$ cat config.mk
export PLATFORM = sky130hd
export DESIGN_NAME = cmpct_encoder
export DESIGN_NICKNAME = d
export VERILOG_FILES = /design/src/rtl/cmpct_pkg.sv /design/src/rtl/cmpct_lut_match.sv /design/src/rtl/cmpct_key_extract.sv /design/src/rtl/cmpct_word_pack.sv /design/src/rtl/cmpct_encoder.sv
export SDC_FILE = /design/constraint.sdc
export NUM_CORES = 1
export LEC_CHECK = 0
export ABC_CLOCK_PERIOD_IN_PS = 1200
export BUFFER_PORTS_ARGS = -buffer_cell sky130_fd_sc_hd__buf_2
export CORE_MARGIN = 2
export CORE_UTILIZATION = 45
export CTS_BUF_LIST = sky130_fd_sc_hd__clkbuf_8
export CTS_CLUSTER_SIZE = 8
export DETAILED_ROUTE_END_ITERATION = 10
export PLACE_DENSITY = 0.8
export SLEW_MARGIN = 20
export SYNTH_ARGS = -nofsm -noshare
export SYNTH_HDL_FRONTEND = slang
export SYNTH_HIERARCHICAL = 1
export SYNTH_SLANG_ARGS = --single-unit
$ cat constraint.sdc
create_clock -name clk -period 1.2 [get_ports clk]
set_clock_uncertainty 0.2 [all_clocks]
set_input_delay 0.12 -clock clk [delete_from_list [all_inputs] [get_ports clk]]
set_output_delay 0.12 -clock clk [all_outputs]
set_load 0.01 [all_outputs]
$ cat src/rtl/cmpct_pkg.sv
package cmpct_pkg;
   localparam int IDX_W      = 5;
   localparam int N_ENT      = 1 << IDX_W;
   localparam int INST_W     = 128;
   localparam int CMP_W      = 64;
   localparam int OP_W       = 7;
   localparam int CTRL_W     = 19;
   localparam int CTRL_W_OLD = 17;
   localparam int DT_W       = 18;
   localparam int SR_W       = 15;
   localparam int SR_PART_W  = 5;
   localparam int SRC_W      = 12;
   localparam int IMM_W      = 32;
   localparam int REG_W      = 8;
   localparam int COND_W     = 4;
   localparam int N_NOCMP    = 6;

   // compact word field positions (low bit of each field)
   localparam int CW_OPC  = 0;
   localparam int CW_DBG  = 7;
   localparam int CW_CTRL = 8;
   localparam int CW_DT   = 13;
   localparam int CW_SR   = 18;
   localparam int CW_ACC  = 23;
   localparam int CW_COND = 24;
   localparam int CW_FSUB = 28;
   localparam int CW_CMPT = 29;
   localparam int CW_S0   = 30;
   localparam int CW_S1   = 35;
   localparam int CW_DREG = 40;
   localparam int CW_S0R  = 48;
   localparam int CW_S1R  = 56;

   localparam logic [1:0] FILE_IMM = 2'b11;

   typedef logic [N_ENT-1:0][CTRL_W-1:0] ctrl_tab_t;
   typedef logic [N_ENT-1:0][DT_W-1:0]   dt_tab_t;
   typedef logic [N_ENT-1:0][SR_W-1:0]   sr_tab_t;
   typedef logic [N_ENT-1:0][SRC_W-1:0]  src_tab_t;
   typedef logic [N_NOCMP-1:0][OP_W-1:0] op_list_t;

   localparam op_list_t NOCMP_DFLT = {7'h22, 7'h24, 7'h25, 7'h26, 7'h27, 7'h2A};

   typedef struct packed {
      logic [CTRL_W-1:0] ctrl_key;
      logic [DT_W-1:0]   dt_key;
      logic [SR_W-1:0]   sr_key;
      logic [SRC_W-1:0]  s0_key;
      logic [SRC_W-1:0]  s1_key;
      logic [OP_W-1:0]   opc;
      logic              dbg;
      logic              acc;
      logic [COND_W-1:0] cond;
      logic              fsub;
      logic [REG_W-1:0]  dreg;
      logic [REG_W-1:0]  s0reg;
      logic [REG_W-1:0]  s1reg;
      logic [IDX_W-1:0]  imm_idx;
      logic              imm_present;
      logic              imm_fits;
      logic              pre_cmpt;
   } fields_t;

   function automatic ctrl_tab_t dflt_ctrl(input bit newer);
      ctrl_tab_t t;
      for (int i = 0; i < N_ENT; i++) begin
         t[i] = CTRL_W'(i * 41 + 2);
         if (newer) t[i][CTRL_W-1:CTRL_W_OLD] = 2'(i >> 3);
      end
      return t;
   endfunction

   function automatic dt_tab_t dflt_dt(input bit newer);
      dt_tab_t t;
      for (int i = 0; i < N_ENT; i++) begin
         t[i] = DT_W'(i * 13 + (newer ? 3 : 1));
         if (i >= N_ENT - 4) t[i][10:9] = FILE_IMM;
      end
      return t;
   endfunction

   function automatic sr_tab_t dflt_sr(input bit newer);
      sr_tab_t t;
      for (int i = 0; i < N_ENT; i++)
         t[i] = (i < N_ENT / 2) ? SR_W'(i * 9 + (newer ? 2 : 1))
                                : SR_W'((i << 10) | (i * 3));
      return t;
   endfunction

   function automatic src_tab_t dflt_src(input bit newer);
      src_tab_t t;
      for (int i = 0; i < N_ENT; i++)
         t[i] = SRC_W'(i * 97 + (newer ? 13 : 11));
      return t;
   endfunction
endpackage

$ cat src/rtl/cmpct_lut_match.sv
module cmpct_lut_match #(
   parameter int KEY_W = 12,
   parameter int N     = 32,
   parameter int IW    = $clog2(N),
   parameter logic [N-1:0][KEY_W-1:0] TAB = '0
)(
   input  logic [KEY_W-1:0] key,
   output logic             hit,
   output logic [IW-1:0]    idx
);
   logic [N-1:0] eq;

   for (genvar g = 0; g < N; g++) begin : g_cmp
      assign eq[g] = (TAB[g] == key);
   end

   // scan from the top so the lowest matching entry is the last written
   always_comb begin
      idx = '0;
      for (int i = N - 1; i >= 0; i--) begin
         if (eq[i]) idx = IW'(i);
      end
   end

   assign hit = |eq;
endmodule

$ cat src/rtl/cmpct_key_extract.sv
module cmpct_key_extract
   import cmpct_pkg::*;
#(
   parameter bit       NEWER     = 1'b1,
   parameter op_list_t NOCMP_OPS = NOCMP_DFLT
)(
   input  logic [INST_W-1:0] in_word,
   output fields_t           fld,
   output logic              excluded
);
   logic [IMM_W-1:0]   imm;
   logic               imm_present;
   logic [N_NOCMP-1:0] op_hit;
   logic [SR_PART_W-1:0] sr_top;
   logic unused_bits;

   assign imm         = in_word[127:96];
   assign imm_present = (in_word[42:41] == FILE_IMM) || (in_word[44:43] == FILE_IMM);

   // control key layout depends on the variant
   if (NEWER) begin : g_ctrl_new
      assign fld.ctrl_key = {in_word[90:89], in_word[31], in_word[23:8]};
      assign fld.fsub     = 1'b0;
   end else begin : g_ctrl_old
      assign fld.ctrl_key = {{(CTRL_W - CTRL_W_OLD){1'b0}}, in_word[31], in_word[23:8]};
      assign fld.fsub     = in_word[89];
   end

   assign fld.dt_key = {in_word[63:61], in_word[46:32]};
   assign sr_top     = imm_present ? '0 : in_word[100:96];
   assign fld.sr_key = {sr_top, in_word[68:64], in_word[52:48]};
   assign fld.s0_key = in_word[88:77];
   assign fld.s1_key = in_word[120:109];

   assign fld.opc      = in_word[6:0];
   assign fld.dbg      = in_word[30];
   assign fld.pre_cmpt = in_word[29];
   assign fld.acc      = in_word[28];
   assign fld.cond     = in_word[27:24];
   assign fld.dreg     = in_word[60:53];
   assign fld.s0reg    = in_word[76:69];
   assign fld.s1reg    = imm_present ? imm[7:0] : in_word[108:101];
   assign fld.imm_idx  = imm[12:8];

   assign fld.imm_present = imm_present;
   assign fld.imm_fits    = (&imm[31:12]) || !(|imm[31:12]);

   for (genvar g = 0; g < N_NOCMP; g++) begin : g_excl
      assign op_hit[g] = (in_word[6:0] == NOCMP_OPS[g]);
   end
   assign excluded = |op_hit;

   assign unused_bits = ^{in_word[7], in_word[47], in_word[95:91]};
endmodule

$ cat src/rtl/cmpct_word_pack.sv
module cmpct_word_pack
   import cmpct_pkg::*;
#(
   parameter bit NEWER = 1'b1
)(
   input  logic [OP_W-1:0]   opc,
   input  logic              dbg,
   input  logic [IDX_W-1:0]  ctrl_idx,
   input  logic [IDX_W-1:0]  dt_idx,
   input  logic [IDX_W-1:0]  sr_idx,
   input  logic              acc,
   input  logic [COND_W-1:0] cond,
   input  logic              fsub,
   input  logic [IDX_W-1:0]  s0_idx,
   input  logic [IDX_W-1:0]  s1_idx,
   input  logic [REG_W-1:0]  dreg,
   input  logic [REG_W-1:0]  s0reg,
   input  logic [REG_W-1:0]  s1reg,
   output logic [CMP_W-1:0]  word
);
   logic fsub_bit;

   if (NEWER) begin : g_fs_new
      logic unused_fsub;
      assign unused_fsub = fsub;
      assign fsub_bit    = 1'b0;
   end else begin : g_fs_old
      assign fsub_bit = fsub;
   end

   always_comb begin
      word = '0;
      word[CW_OPC  +: OP_W]   = opc;
      word[CW_DBG]            = dbg;
      word[CW_CTRL +: IDX_W]  = ctrl_idx;
      word[CW_DT   +: IDX_W]  = dt_idx;
      word[CW_SR   +: IDX_W]  = sr_idx;
      word[CW_ACC]            = acc;
      word[CW_COND +: COND_W] = cond;
      word[CW_FSUB]           = fsub_bit;
      word[CW_CMPT]           = 1'b1;
      word[CW_S0   +: IDX_W]  = s0_idx;
      word[CW_S1   +: IDX_W]  = s1_idx;
      word[CW_DREG +: REG_W]  = dreg;
      word[CW_S0R  +: REG_W]  = s0reg;
      word[CW_S1R  +: REG_W]  = s1reg;
   end
endmodule

$ cat src/rtl/cmpct_encoder.sv
module cmpct_encoder
   import cmpct_pkg::*;
#(
   parameter bit        NEWER        = 1'b1,
   parameter ctrl_tab_t CTRL_TAB_OLD = dflt_ctrl(1'b0),
   parameter ctrl_tab_t CTRL_TAB_NEW = dflt_ctrl(1'b1),
   parameter dt_tab_t   DT_TAB_OLD   = dflt_dt(1'b0),
   parameter dt_tab_t   DT_TAB_NEW   = dflt_dt(1'b1),
   parameter sr_tab_t   SR_TAB_OLD   = dflt_sr(1'b0),
   parameter sr_tab_t   SR_TAB_NEW   = dflt_sr(1'b1),
   parameter src_tab_t  SRC_TAB_OLD  = dflt_src(1'b0),
   parameter src_tab_t  SRC_TAB_NEW  = dflt_src(1'b1),
   parameter op_list_t  NOCMP_OPS    = NOCMP_DFLT
)(
   input  logic              clk,
   input  logic              rst_n,
   input  logic              in_valid,
   input  logic [INST_W-1:0] in_word,
   output logic              out_valid,
   output logic              out_ok,
   output logic [CMP_W-1:0]  out_word
);
   localparam ctrl_tab_t CTRL_TAB = NEWER ? CTRL_TAB_NEW : CTRL_TAB_OLD;
   localparam dt_tab_t   DT_TAB   = NEWER ? DT_TAB_NEW   : DT_TAB_OLD;
   localparam sr_tab_t   SR_TAB   = NEWER ? SR_TAB_NEW   : SR_TAB_OLD;
   localparam src_tab_t  SRC_TAB  = NEWER ? SRC_TAB_NEW  : SRC_TAB_OLD;

   // elaboration-time parameter checks
   if (N_ENT != (1 << IDX_W)) begin : g_bad_depth
      $error("table depth must equal 2**IDX_W");
   end
   if (CW_S1R + REG_W != CMP_W) begin : g_bad_layout
      $error("compact field layout does not fill the compact word");
   end
   for (genvar g = 0; g < N_ENT; g++) begin : g_chk_old
      if (CTRL_TAB_OLD[g][CTRL_W-1:CTRL_W_OLD] != '0) begin : g_bad_old
         $error("older control table entry uses bits above the 17-bit key");
      end
   end

   fields_t          fld;
   logic             excluded;
   logic             ctrl_hit, dt_hit, sr_hit, s0_hit, s1_hit;
   logic [IDX_W-1:0] ctrl_idx, dt_idx, sr_idx, s0_idx, s1_idx, s1_sel;
   logic             s1_ok, gates_ok, success;
   logic [CMP_W-1:0] packed_word;

   cmpct_key_extract #(.NEWER(NEWER), .NOCMP_OPS(NOCMP_OPS)) i_extract (
      .in_word  (in_word),
      .fld      (fld),
      .excluded (excluded)
   );

   cmpct_lut_match #(.KEY_W(CTRL_W), .N(N_ENT), .IW(IDX_W), .TAB(CTRL_TAB)) i_m_ctrl (
      .key (fld.ctrl_key), .hit (ctrl_hit), .idx (ctrl_idx)
   );
   cmpct_lut_match #(.KEY_W(DT_W), .N(N_ENT), .IW(IDX_W), .TAB(DT_TAB)) i_m_dt (
      .key (fld.dt_key), .hit (dt_hit), .idx (dt_idx)
   );
   cmpct_lut_match #(.KEY_W(SR_W), .N(N_ENT), .IW(IDX_W), .TAB(SR_TAB)) i_m_sr (
      .key (fld.sr_key), .hit (sr_hit), .idx (sr_idx)
   );
   cmpct_lut_match #(.KEY_W(SRC_W), .N(N_ENT), .IW(IDX_W), .TAB(SRC_TAB)) i_m_s0 (
      .key (fld.s0_key), .hit (s0_hit), .idx (s0_idx)
   );
   cmpct_lut_match #(.KEY_W(SRC_W), .N(N_ENT), .IW(IDX_W), .TAB(SRC_TAB)) i_m_s1 (
      .key (fld.s1_key), .hit (s1_hit), .idx (s1_idx)
   );

   // an immediate replaces the source-1 lookup
   assign s1_sel = fld.imm_present ? fld.imm_idx : s1_idx;
   assign s1_ok  = fld.imm_present ? fld.imm_fits : s1_hit;

   assign gates_ok = !excluded && !fld.pre_cmpt;
   assign success  = gates_ok && ctrl_hit && dt_hit && sr_hit && s0_hit && s1_ok;

   cmpct_word_pack #(.NEWER(NEWER)) i_pack (
      .opc      (fld.opc),
      .dbg      (fld.dbg),
      .ctrl_idx (ctrl_idx),
      .dt_idx   (dt_idx),
      .sr_idx   (sr_idx),
      .acc      (fld.acc),
      .cond     (fld.cond),
      .fsub     (fld.fsub),
      .s0_idx   (s0_idx),
      .s1_idx   (s1_sel),
      .dreg     (fld.dreg),
      .s0reg    (fld.s0reg),
      .s1reg    (fld.s1reg),
      .word     (packed_word)
   );

   always_ff @(posedge clk or negedge rst_n) begin
      if (!rst_n) begin
         out_valid <= 1'b0;
         out_ok    <= 1'b0;
         out_word  <= '0;
      end else begin
         out_valid <= in_valid;
         out_ok    <= in_valid && success;
         if (in_valid && success) out_word <= packed_word;
      end
   end
endmodule

==> impl_summary.txt, run 1 <==
----------------------------------------------------
[Clock tree]
  Cell at the root of the clock tree ... sky130_fd_sc_hd__clkbuf_8
  Clock Tree Buf Depth ... 2
  Hold buffer count at CTS ... 31
  Worst-skew pair later-pin latency ... 0.37 ns
  CTS tree ... done
  CTS buffer count ... 9
  Num Clock Sinks ... 66
  Clock-pin slew reported for the worst setup and hold paths after clock tree synthesis ... 0.09 ns
  H-tree depth ... 3

[Timing]
  Headroom to the max-slew limit ... 58.6%
  Min cycle time layout ... 2.89 ns
  Total setup violations reported at the end of the flow ... 130
  RSZ-0062 raised after global routing ... true
  Tightest Pin Transition ... 0.619 ns
  Final-report hold violation count ... 28
  Slew Viols, Final ... 0
  Worst hold-check slack ... -0.0770 ns
  Part of the cycle the worst path needs ... 240%
  Setup tns final ... -105.74 ns
  Least setup slack across all paths after layout ... -1.69 ns
  Maximum clock frequency ... 0.347 GHz

[Worst setup path]
  Maximum fanout along the worst path ... 8
  Startpoint class of the critical path ... input port
  Category of the critical setup timing path ... in -> reg
  Worst setup EP type ... flip-flop
  Worst reg-to-reg setup slack ... -0.04 ns
  Worst endpoint required time ... 1.25 ns
  WP data arrival ... 2.94 ns

[Floorplan]
  Area of the core ... 18800 µm²
  Die Area ... 20300 µm²
  Number of placement rows ... 50
  Number of I/O pins ... 197
  Width of the die ... 143 µm
  Die boundary height ... 143 µm
  Initial cell density of the core ... 46.0%

[Drt]
  Routed Antenna Nets ... 0
  DR pass1 iterations ... 6
  Via density per instance ... 5.74
  DRC marker count from the first detailed-route iteration ... 776
  Routed via count ... 9068
  WL/cell ... 18.7 µm
  Final WL ... 29500 µm
  Drc violations ... 0

[Layout]
  Share of layout cells above drive strength 1 ... 52.1%
  Nets@finish ... 1471
  Area added between synthesis and finish ... 38.3%
  Final std cell area, no fill ... 11900 µm²

[Global routing]
  Number of global-route vias before repair ... 8871
  Overall overflow remaining after global route ... 0
  Number of antenna violations at the first check in global routing ... 1
  Global-route wire length before repair ... 44700 µm
  Overall global routing resource usage ... 27.4%
  Maximum number of pins on one net before global-route repair ... 32

[Place]
  Detailed placer's ending HPWL ... 20800 µm
  Post-place setup slack ... -1.99 ns
  Global placer's final weighted congestion ... 0.970
  Total of buffers placed on input and output ports ... 189
  Post-DP Area ... 10300 µm²

[Synthesis]
  Yosys warnings ... 6
  Post-synthesis area per instance ... 8.55 µm²
  Post-Syn Area ... 8640 µm²
  Synthesized instance count ... 1010
  Post-Synthesis Net Count ... 1141

[Outcome]
  Status ... complete, but fails checks
  Failing checks ... hold timing, setup timing

[Power and ir drop]
  Largest vdd supply drop ... 1080 µV
  Pwr Density ... 560 nW/µm²
  Static leakage ... 5.54 nW
  Pwr Total ... 0.00669 W

[Worst hold path]
  Tightest Hold Check Type ... in -> reg

[Run]
  Total of max-cap violations ... 0

----------------------------------------------------
==> through the flow <==
stage	utilization, %	cells
floorplan	-	1010
global placement	54.7	1470
detailed placement	54.7	1470
CTS	61.3	1549
global route	63.6	1579
finish	63.6	1580
==> registers in the layout, indices dropped and copies added, names as in the netlist <==
signal and flops:
out_valid 1, out_ok 1, out_word 64
==> what timing repair did <==
| item | in CTS | in global routing |
|---|---|---|
| pin swaps | 8 | 5 |
| setup endpoints to repair | 131 | 131 |
| cloned | 4 | 3 |
| endpoints found under the hold margin | 109 | 28 |
| resized for setup | 85 | 43 |
| setup buffers | 28 | 28 |
==> cells in the final DEF, fill, tap and decap left out, drive strengths merged, types with 7 or more instances in the layout <==
cell type    instances
and3                 9
nor2                54
a32oi                7
nor2b               35
and4bb              16
mux2                78
a211oi               7
nand2b              18
dlygate4sd3         31
nand4               49
and2                16
nand4b               9
nor4b               20
o211ai              10
o21ai               23
nor3                47
and2b                9
nand3b              11
inv                 14
a22oi               11
nand3               40
dfrtp               66
nand2               47
nor3b               19
a31oi                8
buf                519
a21oi               22
and3b               11
clkbuf              13
nor4                29
and4b               10
==> critical path, cell delays in order <==
cell and delay, ns:
sky130_fd_sc_hd__buf_8 0.10, sky130_fd_sc_hd__a22oi_4 0.32, sky130_fd_sc_hd__and2_4 0.21, sky130_fd_sc_hd__nor3b_4 0.30, sky130_fd_sc_hd__nand4b_1 0.18, sky130_fd_sc_hd__o32ai_2 0.34, sky130_fd_sc_hd__nor4_2 0.11, sky130_fd_sc_hd__nand4b_1 0.11
sky130_fd_sc_hd__nand4b_1 0.18, sky130_fd_sc_hd__nor3_4 0.22, sky130_fd_sc_hd__buf_8 0.20, sky130_fd_sc_hd__clkbuf_16 0.19, sky130_fd_sc_hd__mux2_2 0.34
==> report_power, final <==
group	total, W	internal, W	switching (W)
Sequential	0.00222	0.00222	0.000000545
Combinational	0.00202	0.00101	0.00101
Clock	0.00244	0.00144	0.00100
==> final timing paths <==
path	from	end	depth (start not counted)
worst min register to register	out_word[8]	out_word[8]	1
worst max-delay path	in_word[42]	out_word[27]	13
worst max register to register	out_word[34]	out_word[34]	3
min in group asynchronous	rst_n	out_word[63]	2
max in group asynchronous	rst_n	out_word[31]	3
worst min-delay path	in_word[96]	out_word[56]	3
==> layout make-up <==
type,instances,area [µm²]
repair buffers,553,4210
clock buffers,10,138
inverters,13,51.3
flip-flops and latches,66,1650
clock inverters,6,113
multi-input cells,697,5490
diodes,1,2.50
well taps,234,293
fillers,1526,6820
==> metal layers <==
layer  GRT usage (%)  vias to the layer above  share of wire, %
met5               0                        -                 0
li1                -                     4261                 -
met4            8.91                        0               2.6
met3            5.38                       79               6.4
met1            34.0                     4338                41
met2            47.6                      390                50
Power figures use the tool's default switching activity.
==> inputs of run 2 (changes only) <==
--- a/config.mk
+++ b/config.mk
@@ -7,12 +7,13 @@
 export LEC_CHECK = 0
 export ABC_CLOCK_PERIOD_IN_PS = 1200
 export BUFFER_PORTS_ARGS = -buffer_cell sky130_fd_sc_hd__buf_2
+export CORE_ASPECT_RATIO = 0.7
 export CORE_MARGIN = 2
-export CORE_UTILIZATION = 45
+export CORE_UTILIZATION = 38
 export CTS_BUF_LIST = sky130_fd_sc_hd__clkbuf_8
 export CTS_CLUSTER_SIZE = 8
 export DETAILED_ROUTE_END_ITERATION = 10
-export PLACE_DENSITY = 0.8
+export PLACE_DENSITY = 0.72
 export SLEW_MARGIN = 20
 export SYNTH_ARGS = -nofsm -noshare
 export SYNTH_HDL_FRONTEND = slang
==> run 2 against run 1 <==
Net effect: the run still ends with hold timing, setup timing left; final area is 1.2% lower; non-clock buffer count fell by 7; worst hold slack lost 0.0038 ns; largest power group is now sequential cells; critical path type unchanged; via count up 0.84%; combinational power barely moved; critical path depth increased by 2; die area increased by 18%; sequential power hardly changed; global-route usage decreased by 3.8 points; cell count is 4.4% higher; largest cell class unchanged; clock-buffer cell count increased by 3.
==> impl_summary.txt, run 2 (synthesis results as in run 1) <==
----------------------------------------------------
[Floorplan]
  Die boundary height ... 130 µm
  Area of the core ... 22500 µm²
  Number of I/O pins ... 197
  Width of the die ... 184 µm
  Number of placement rows ... 46
  Die Area ... 24000 µm²
  Initial cell density of the core ... 38.4%

[Power and ir drop]
  Pwr Total ... 0.00645 W
  Static leakage ... 5.45 nW
  Largest vdd supply drop ... 415 µV
  Pwr Density ... 546 nW/µm²

[Layout]
  Share of layout cells above drive strength 1 ... 52.0%
  Number of cells in the finished layout apart from fillers ... 1650
  Nets@finish ... 1464
  Register with the most flip-flops ... out_word
  Flip-flop count of the largest register, all copies and words added ... 64
  Diode count ... 0
  Number of inserted filler cells in the final layout ... 2026
  Most common library cell in the layout ignoring fill and taps ... sky130_fd_sc_hd__buf_4
  Most frequent cells in the layout ... 311 x sky130_fd_sc_hd__buf_4, 160 x sky130_fd_sc_hd__buf_2, 66 x sky130_fd_sc_hd__dfrtp_1
  Final std cell area, no fill ... 11800 µm²
  Area added between synthesis and finish ... 36.7%
  Largest regs ... out_word (64), out_ok (1), out_valid (1)

[Drt]
  WL/cell ... 17.9 µm
  Via density per instance ... 5.54
  Final WL ... 29500 µm
  DR pass1 iterations ... 6
  Routed via count ... 9144
  Routed Antenna Nets ... 0
  Drc violations ... 0
  DRC marker count from the first detailed-route iteration ... 873

[Global routing]
  GRT met3 Usage ... 4.24%
  Maximum number of pins on one net before global-route repair ... 67
  Met2 demand-to-capacity share in global routing ... 36.8%
  Global-route wire length before repair ... 45500 µm
  Number of antenna violations at the first check in global routing ... 0
  Overall global routing resource usage ... 23.6%
  Number of global-route vias before repair ... 8731
  Met1 track demand over resource ... 34.3%
  Most used routing layer ... met2
  Overall overflow remaining after global route ... 0

[Timing]
  Maximum clock frequency ... 0.352 GHz
  Total setup violations reported at the end of the flow ... 120
  RSZ-0062 raised after global routing ... true
  Final-report hold violation count ... 12
  Min cycle time layout ... 2.84 ns
  Headroom to the max-slew limit ... 59.5%
  Part of the cycle the worst path needs ... 237%
  Least setup slack across all paths after layout ... -1.64 ns
  Tightest Pin Transition ... 0.592 ns
  Slew Viols, Final ... 0
  Worst hold-check slack ... -0.0808 ns

[Clock tree]
  Num Clock Sinks ... 66
  H-tree depth ... 3
  Clock Tree Buf Depth ... 2
  Worst-skew pair later-pin latency ... 0.36 ns
  Cell at the root of the clock tree ... sky130_fd_sc_hd__clkbuf_8
  Clock-pin slew reported for the worst setup and hold paths after clock tree synthesis ... 0.09 ns
  Hold buffer count at CTS ... 31
  CTS tree ... done
  CTS buffer count ... 9

[Worst setup path]
  WP data arrival ... 2.89 ns
  Worst r2r path cells ... 3
  First element of the critical path ... in_word[44]
  Worst reg-to-reg setup slack ... -0.02 ns
  Maximum fanout along the worst path ... 5
  R2R Path Start ... out_word[32]
  Startpoint class of the critical path ... input port
  Worst endpoint required time ... 1.25 ns
  Worst setup endpoint ... out_word[27]
  Worst setup EP type ... flip-flop
  Worst reg2reg path endpoint ... out_word[32]
  Category of the critical setup timing path ... in -> reg

[Run]
  Total of max-cap violations ... 0

[Place]
  Placed cell count ... 1554
  Global placer's final weighted congestion ... 0.965
  Detailed placer's ending HPWL ... 21500 µm
  Post-DP Area ... 10400 µm²
  Total of buffers placed on input and output ports ... 189

[Worst hold path]
  Tightest Hold Check Type ... in -> reg

[Outcome]
  Status ... complete, but fails checks
  Failing checks ... hold timing, setup timing

----------------------------------------------------
-- run 2: changes by cell type in the layout (fill, tap and decap cells not counted), moves of 3 or more --
cell	delta
sky130_fd_sc_hd__mux2_2	+37
sky130_fd_sc_hd__buf_6	-7
sky130_fd_sc_hd__mux2_1	+3
sky130_fd_sc_hd__clkbuf_8	+3
sky130_fd_sc_hd__buf_4	-4
sky130_fd_sc_hd__buf_2	+6
sky130_fd_sc_hd__mux2_4	-40
-- run 2: worst min path at each step --
stage                       from      endpoint  slack, ns  depth (start not counted)
global placement           rst_n  out_word[60]      -0.05                          2
detailed placement         rst_n  out_word[59]      -0.04                          2
finish              in_word[102]  out_word[62]      -0.08                          3
CTS                 in_word[107]  out_word[62]       -0.1                          3
floorplan                  rst_n        out_ok      -0.38                          0
global route        in_word[102]  out_word[62]      -0.07                          3
-- run 2: through the flow --
stage | setup WS (ns) | TNS [ns] | utilization, % | hold WS [ns]
floorplan | -1.74 | -111.44 | - | -0.376
global placement | -1.92 | -122.72 | 46.2 | -0.0451
detailed placement | -2.08 | -132.31 | 46.2 | -0.0362
CTS | -1.58 | -102.52 | 51.0 | -0.0956
global route | -1.69 | -109.05 | 52.5 | -0.0700
finish | -1.64 | -103.92 | 52.5 | -0.0808
-- run 2: where the power goes --
part           leakage, nW  internal, W  switching [W]
clock                0.108      0.00119       0.000996
sequential           0.920      0.00222    0.000000375
combinational         4.42      0.00101        0.00103
total                 5.45      0.00442        0.00202
-- run 2: metal layers --
metal  routed length, µm  vias up
met1               13800     4379
met2               12800      471
met3                2530       36
met5                   0        -
met4                 365        0
li1                    -     4258
-- run 2: worst max-delay path, stage by stage --
cell and delay [ns]:
sky130_fd_sc_hd__buf_2 0.13, sky130_fd_sc_hd__a22oi_4 0.10, sky130_fd_sc_hd__and2_4 0.18, sky130_fd_sc_hd__buf_4 0.13, sky130_fd_sc_hd__nor3_1 0.37, sky130_fd_sc_hd__o21ai_2 0.15
sky130_fd_sc_hd__nor3_1 0.34, sky130_fd_sc_hd__nor4_2 0.09, sky130_fd_sc_hd__nand4b_1 0.12, sky130_fd_sc_hd__nand4b_1 0.21, sky130_fd_sc_hd__nor3_4 0.21, sky130_fd_sc_hd__buf_12 0.17
sky130_fd_sc_hd__buf_12 0.12, sky130_fd_sc_hd__buf_16 0.12, sky130_fd_sc_hd__mux2_2 0.33
-- run 2: timing repair --
action / 4_1_cts / 5_1_grt
pin swaps: 10 / 11
setup endpoints to repair: 130 / 131
cloned: 4 / 1
buffers inserted: 29 / 16
hold endpoints to repair: 109 / 12
gates resized for setup: 45 / 38
-- run 2: cell type report --
cell class / instances / area, µm² / share of cell area (%)
repair buffers: 546 / 4100 / 34.7
clock buffers: 13 / 179 / 1.52
multi-input cells: 697 / 5390 / 45.6
flip-flops and latches: 66 / 1650 / 14.0
well taps: 312 / 390 / 3.31
clock inverters: 3 / 45.0 / 0.382
inverters: 13 / 48.8 / 0.413
==> inputs of run 3 (changes only) <==
--- a/config.mk
+++ b/config.mk
@@ -6,14 +6,15 @@
 export NUM_CORES = 1
 export LEC_CHECK = 0
 export ABC_CLOCK_PERIOD_IN_PS = 1200
-export BUFFER_PORTS_ARGS = -buffer_cell sky130_fd_sc_hd__buf_2
+export CAP_MARGIN = 20
 export CORE_ASPECT_RATIO = 0.7
 export CORE_MARGIN = 2
 export CORE_UTILIZATION = 38
 export CTS_BUF_LIST = sky130_fd_sc_hd__clkbuf_8
 export CTS_CLUSTER_SIZE = 8
 export DETAILED_ROUTE_END_ITERATION = 10
-export PLACE_DENSITY = 0.72
+export DONT_BUFFER_PORTS = 1
+export PLACE_DENSITY = 0.64
 export SLEW_MARGIN = 20
 export SYNTH_ARGS = -nofsm -noshare
 export SYNTH_HDL_FRONTEND = slang
==> run 3 against run 2 <==
Net effect: the flow still finishes with violations (hold timing, setup timing); maximum frequency up 5.7%; routed wire length down 10%; sequential power barely moved; global-route usage fell by 2.0 points; largest cell class unchanged; critical path depth is 2 lower; combinational power is 44% lower; non-clock buffer count fell by 283.
==> impl_summary.txt, run 3 (synthesis results as in run 1) <==
----------------------------------------------------
[Power and ir drop]
  Sequential group share of total power ... 41.6%
  Sw power ... 0.00144 W
  Pwr Density ... 527 nW/µm²
  Pwr Total ... 0.00536 W
  Static leakage ... 4.15 nW
  Proportion of power drawn by combinational gates ... 21.4%
  Cell internal power dissipation ... 0.00391 W
  Switch share ... 26.9%
  Largest vdd supply drop ... 491 µV
  Share of power burned in the clock network ... 37.0%

[Layout]
  Largest regs ... out_word (64), out_ok (1), out_valid (1)
  Most common library cell in the layout ignoring fill and taps ... sky130_fd_sc_hd__buf_4
  Register with the most flip-flops ... out_word
  Final std cell area, no fill ... 10200 µm²
  Share of layout cells above drive strength 1 ... 37.5%
  Flip-flop count of the largest register, all copies and words added ... 64
  Number of inserted filler cells in the final layout ... 2188
  Most frequent cells in the layout ... 192 x sky130_fd_sc_hd__buf_4, 67 x sky130_fd_sc_hd__mux2_4, 66 x sky130_fd_sc_hd__dfrtp_1
  Area added between synthesis and finish ... 17.6%
  Nets@finish ... 1181

[Worst hold path]
  Tightest Hold Check Type ... in -> async

[Run]
  Total of max-cap violations ... 0

[Clock tree]
  Cell at the root of the clock tree ... sky130_fd_sc_hd__clkbuf_8
  CTS tree ... done
  Num Clock Sinks ... 66
  H-tree depth ... 3
  Worst-skew pair later-pin latency ... 0.35 ns
  Hold buffer count at CTS ... 46
  Clock Tree Buf Depth ... 2
  CTS buffer count ... 9
  Clock-pin slew reported for the worst setup and hold paths after clock tree synthesis ... 0.08 ns

[Floorplan]
  Width of the die ... 184 µm
  Die Area ... 24000 µm²
  Initial cell density of the core ... 38.4%
  Number of I/O pins ... 197
  Area of the core ... 22500 µm²
  Number of placement rows ... 46
  Die boundary height ... 130 µm

[Global routing]
  Number of antenna violations at the first check in global routing ... 1
  Overall overflow remaining after global route ... 0
  Overall global routing resource usage ... 21.6%
  Maximum number of pins on one net before global-route repair ... 67
  Number of global-route vias before repair ... 7456
  Global-route wire length before repair ... 41100 µm

[Drt]
  WL/cell ... 19.3 µm
  Routed via count ... 7834
  Drc violations ... 0
  DR pass1 iterations ... 7
  Via density per instance ... 5.73
  DRC marker count from the first detailed-route iteration ... 749
  Final WL ... 26400 µm
  Routed Antenna Nets ... 0

[Worst setup path]
  Worst setup EP type ... flip-flop
  First element of the critical path ... in_word[41]
  Worst reg-to-reg setup slack ... 0.09 ns
  WP data arrival ... 2.72 ns
  Startpoint class of the critical path ... input port
  R2R Path Start ... out_word[37]
  Worst r2r path cells ... 2
  Maximum fanout along the worst path ... 8
  Worst endpoint required time ... 1.24 ns
  Worst setup endpoint ... out_word[3]
  Worst reg2reg path endpoint ... out_word[37]
  Category of the critical setup timing path ... in -> reg

[Place]
  Total of buffers placed on input and output ports ... 0
  Detailed placer's ending HPWL ... 18500 µm
  Post-DP Area ... 8770 µm²
  Global placer's final weighted congestion ... 0.975
  Post-place setup slack ... -1.98 ns

[Timing]
  RSZ-0062 raised after global routing ... true
  Final-report hold violation count ... 68
  Maximum clock frequency ... 0.373 GHz
  Headroom to the max-slew limit ... 61.5%
  Setup tns final ... -93.12 ns
  Part of the cycle the worst path needs ... 224%
  Tightest Pin Transition ... 0.576 ns
  Least setup slack across all paths after layout ... -1.48 ns
  Slew Viols, Final ... 0
  Worst hold-check slack ... -0.740 ns
  Min cycle time layout ... 2.68 ns
  Total setup violations reported at the end of the flow ... 68

[Outcome]
  Failing checks ... hold timing, setup timing
  Status ... complete, but fails checks

----------------------------------------------------
[run 3: repair_timing]
item | CTS | global route
gates resized for setup | 96 | 12
gates cloned | 8 | 0
pin swaps | 11 | 5
setup endpoints to repair | 76 | 76
buffers inserted | 17 | 5
endpoints found under the hold margin | 115 | 67
[run 3: metal layers]
metal  wire length [µm]  track usage, %  vias up
met1              12400            31.7     3778
met5                  0               0        -
li1                   -               -     3689
met3               2170            5.00       29
met4                287            4.19        0
met2              11500            32.4      338
[run 3: worst min-delay path by stage]
stage	start	to	slack, ns
4_1_cts	rst_n	out_word[38]	-0.77
3_3_place_gp	rst_n	out_word[59]	-0.37
2_1_floorplan	rst_n	out_ok	-0.38
6_report	rst_n	out_valid	-0.74
3_5_place_dp	rst_n	out_word[59]	-0.37
5_1_grt	rst_n	out_word[59]	-0.77
[run 3: worst max-delay path, stage by stage]
cell and delay [ns]:
sky130_fd_sc_hd__a22oi_4 0.28, sky130_fd_sc_hd__and2_4 0.20, sky130_fd_sc_hd__nor3b_4 0.27, sky130_fd_sc_hd__nand4_1 0.15, sky130_fd_sc_hd__a211oi_2 0.31, sky130_fd_sc_hd__nor4_2 0.09
sky130_fd_sc_hd__nand4b_1 0.17, sky130_fd_sc_hd__nand4b_1 0.20, sky130_fd_sc_hd__nor3_4 0.19, sky130_fd_sc_hd__buf_6 0.14, sky130_fd_sc_hd__buf_12 0.14, sky130_fd_sc_hd__buf_12 0.15
sky130_fd_sc_hd__mux2_4 0.31
[run 3: stage by stage]
stage / instances / utilization, %
5_1_grt: 1368 / 45.2
6_report: 1368 / 45.2
3_5_place_dp: 1278 / 39.0
3_3_place_gp: 1278 / 39.0
2_1_floorplan: 1010 / -
4_1_cts: 1364 / 44.9
[run 3: power by group through the flow]
| stage | logic, W | registers, W | clock network [W] |
|---|---|---|---|
| after floorplan | 0.00127 | 0.00227 | 0 |
| after global placement | 0.000945 | 0.00227 | 0 |
| after detailed placement | 0.000951 | 0.00227 | 0 |
| after CTS | 0.00113 | 0.00223 | 0.00207 |
| after global routing | 0.00123 | 0.00223 | 0.00216 |
| final | 0.00115 | 0.00223 | 0.00198 |
[run 3: cell type report]
class / count / area, µm² / area share, %
diodes: 1 / 2.50 / 0.0246
clock buffers: 10 / 138 / 1.35
clock inverters: 6 / 65.1 / 0.640
inverters: 13 / 51.3 / 0.505
multi-input cells: 697 / 5520 / 54.3
flip-flops and latches: 66 / 1650 / 16.3
well taps: 312 / 390 / 3.84
repair buffers: 263 / 2350 / 23.1
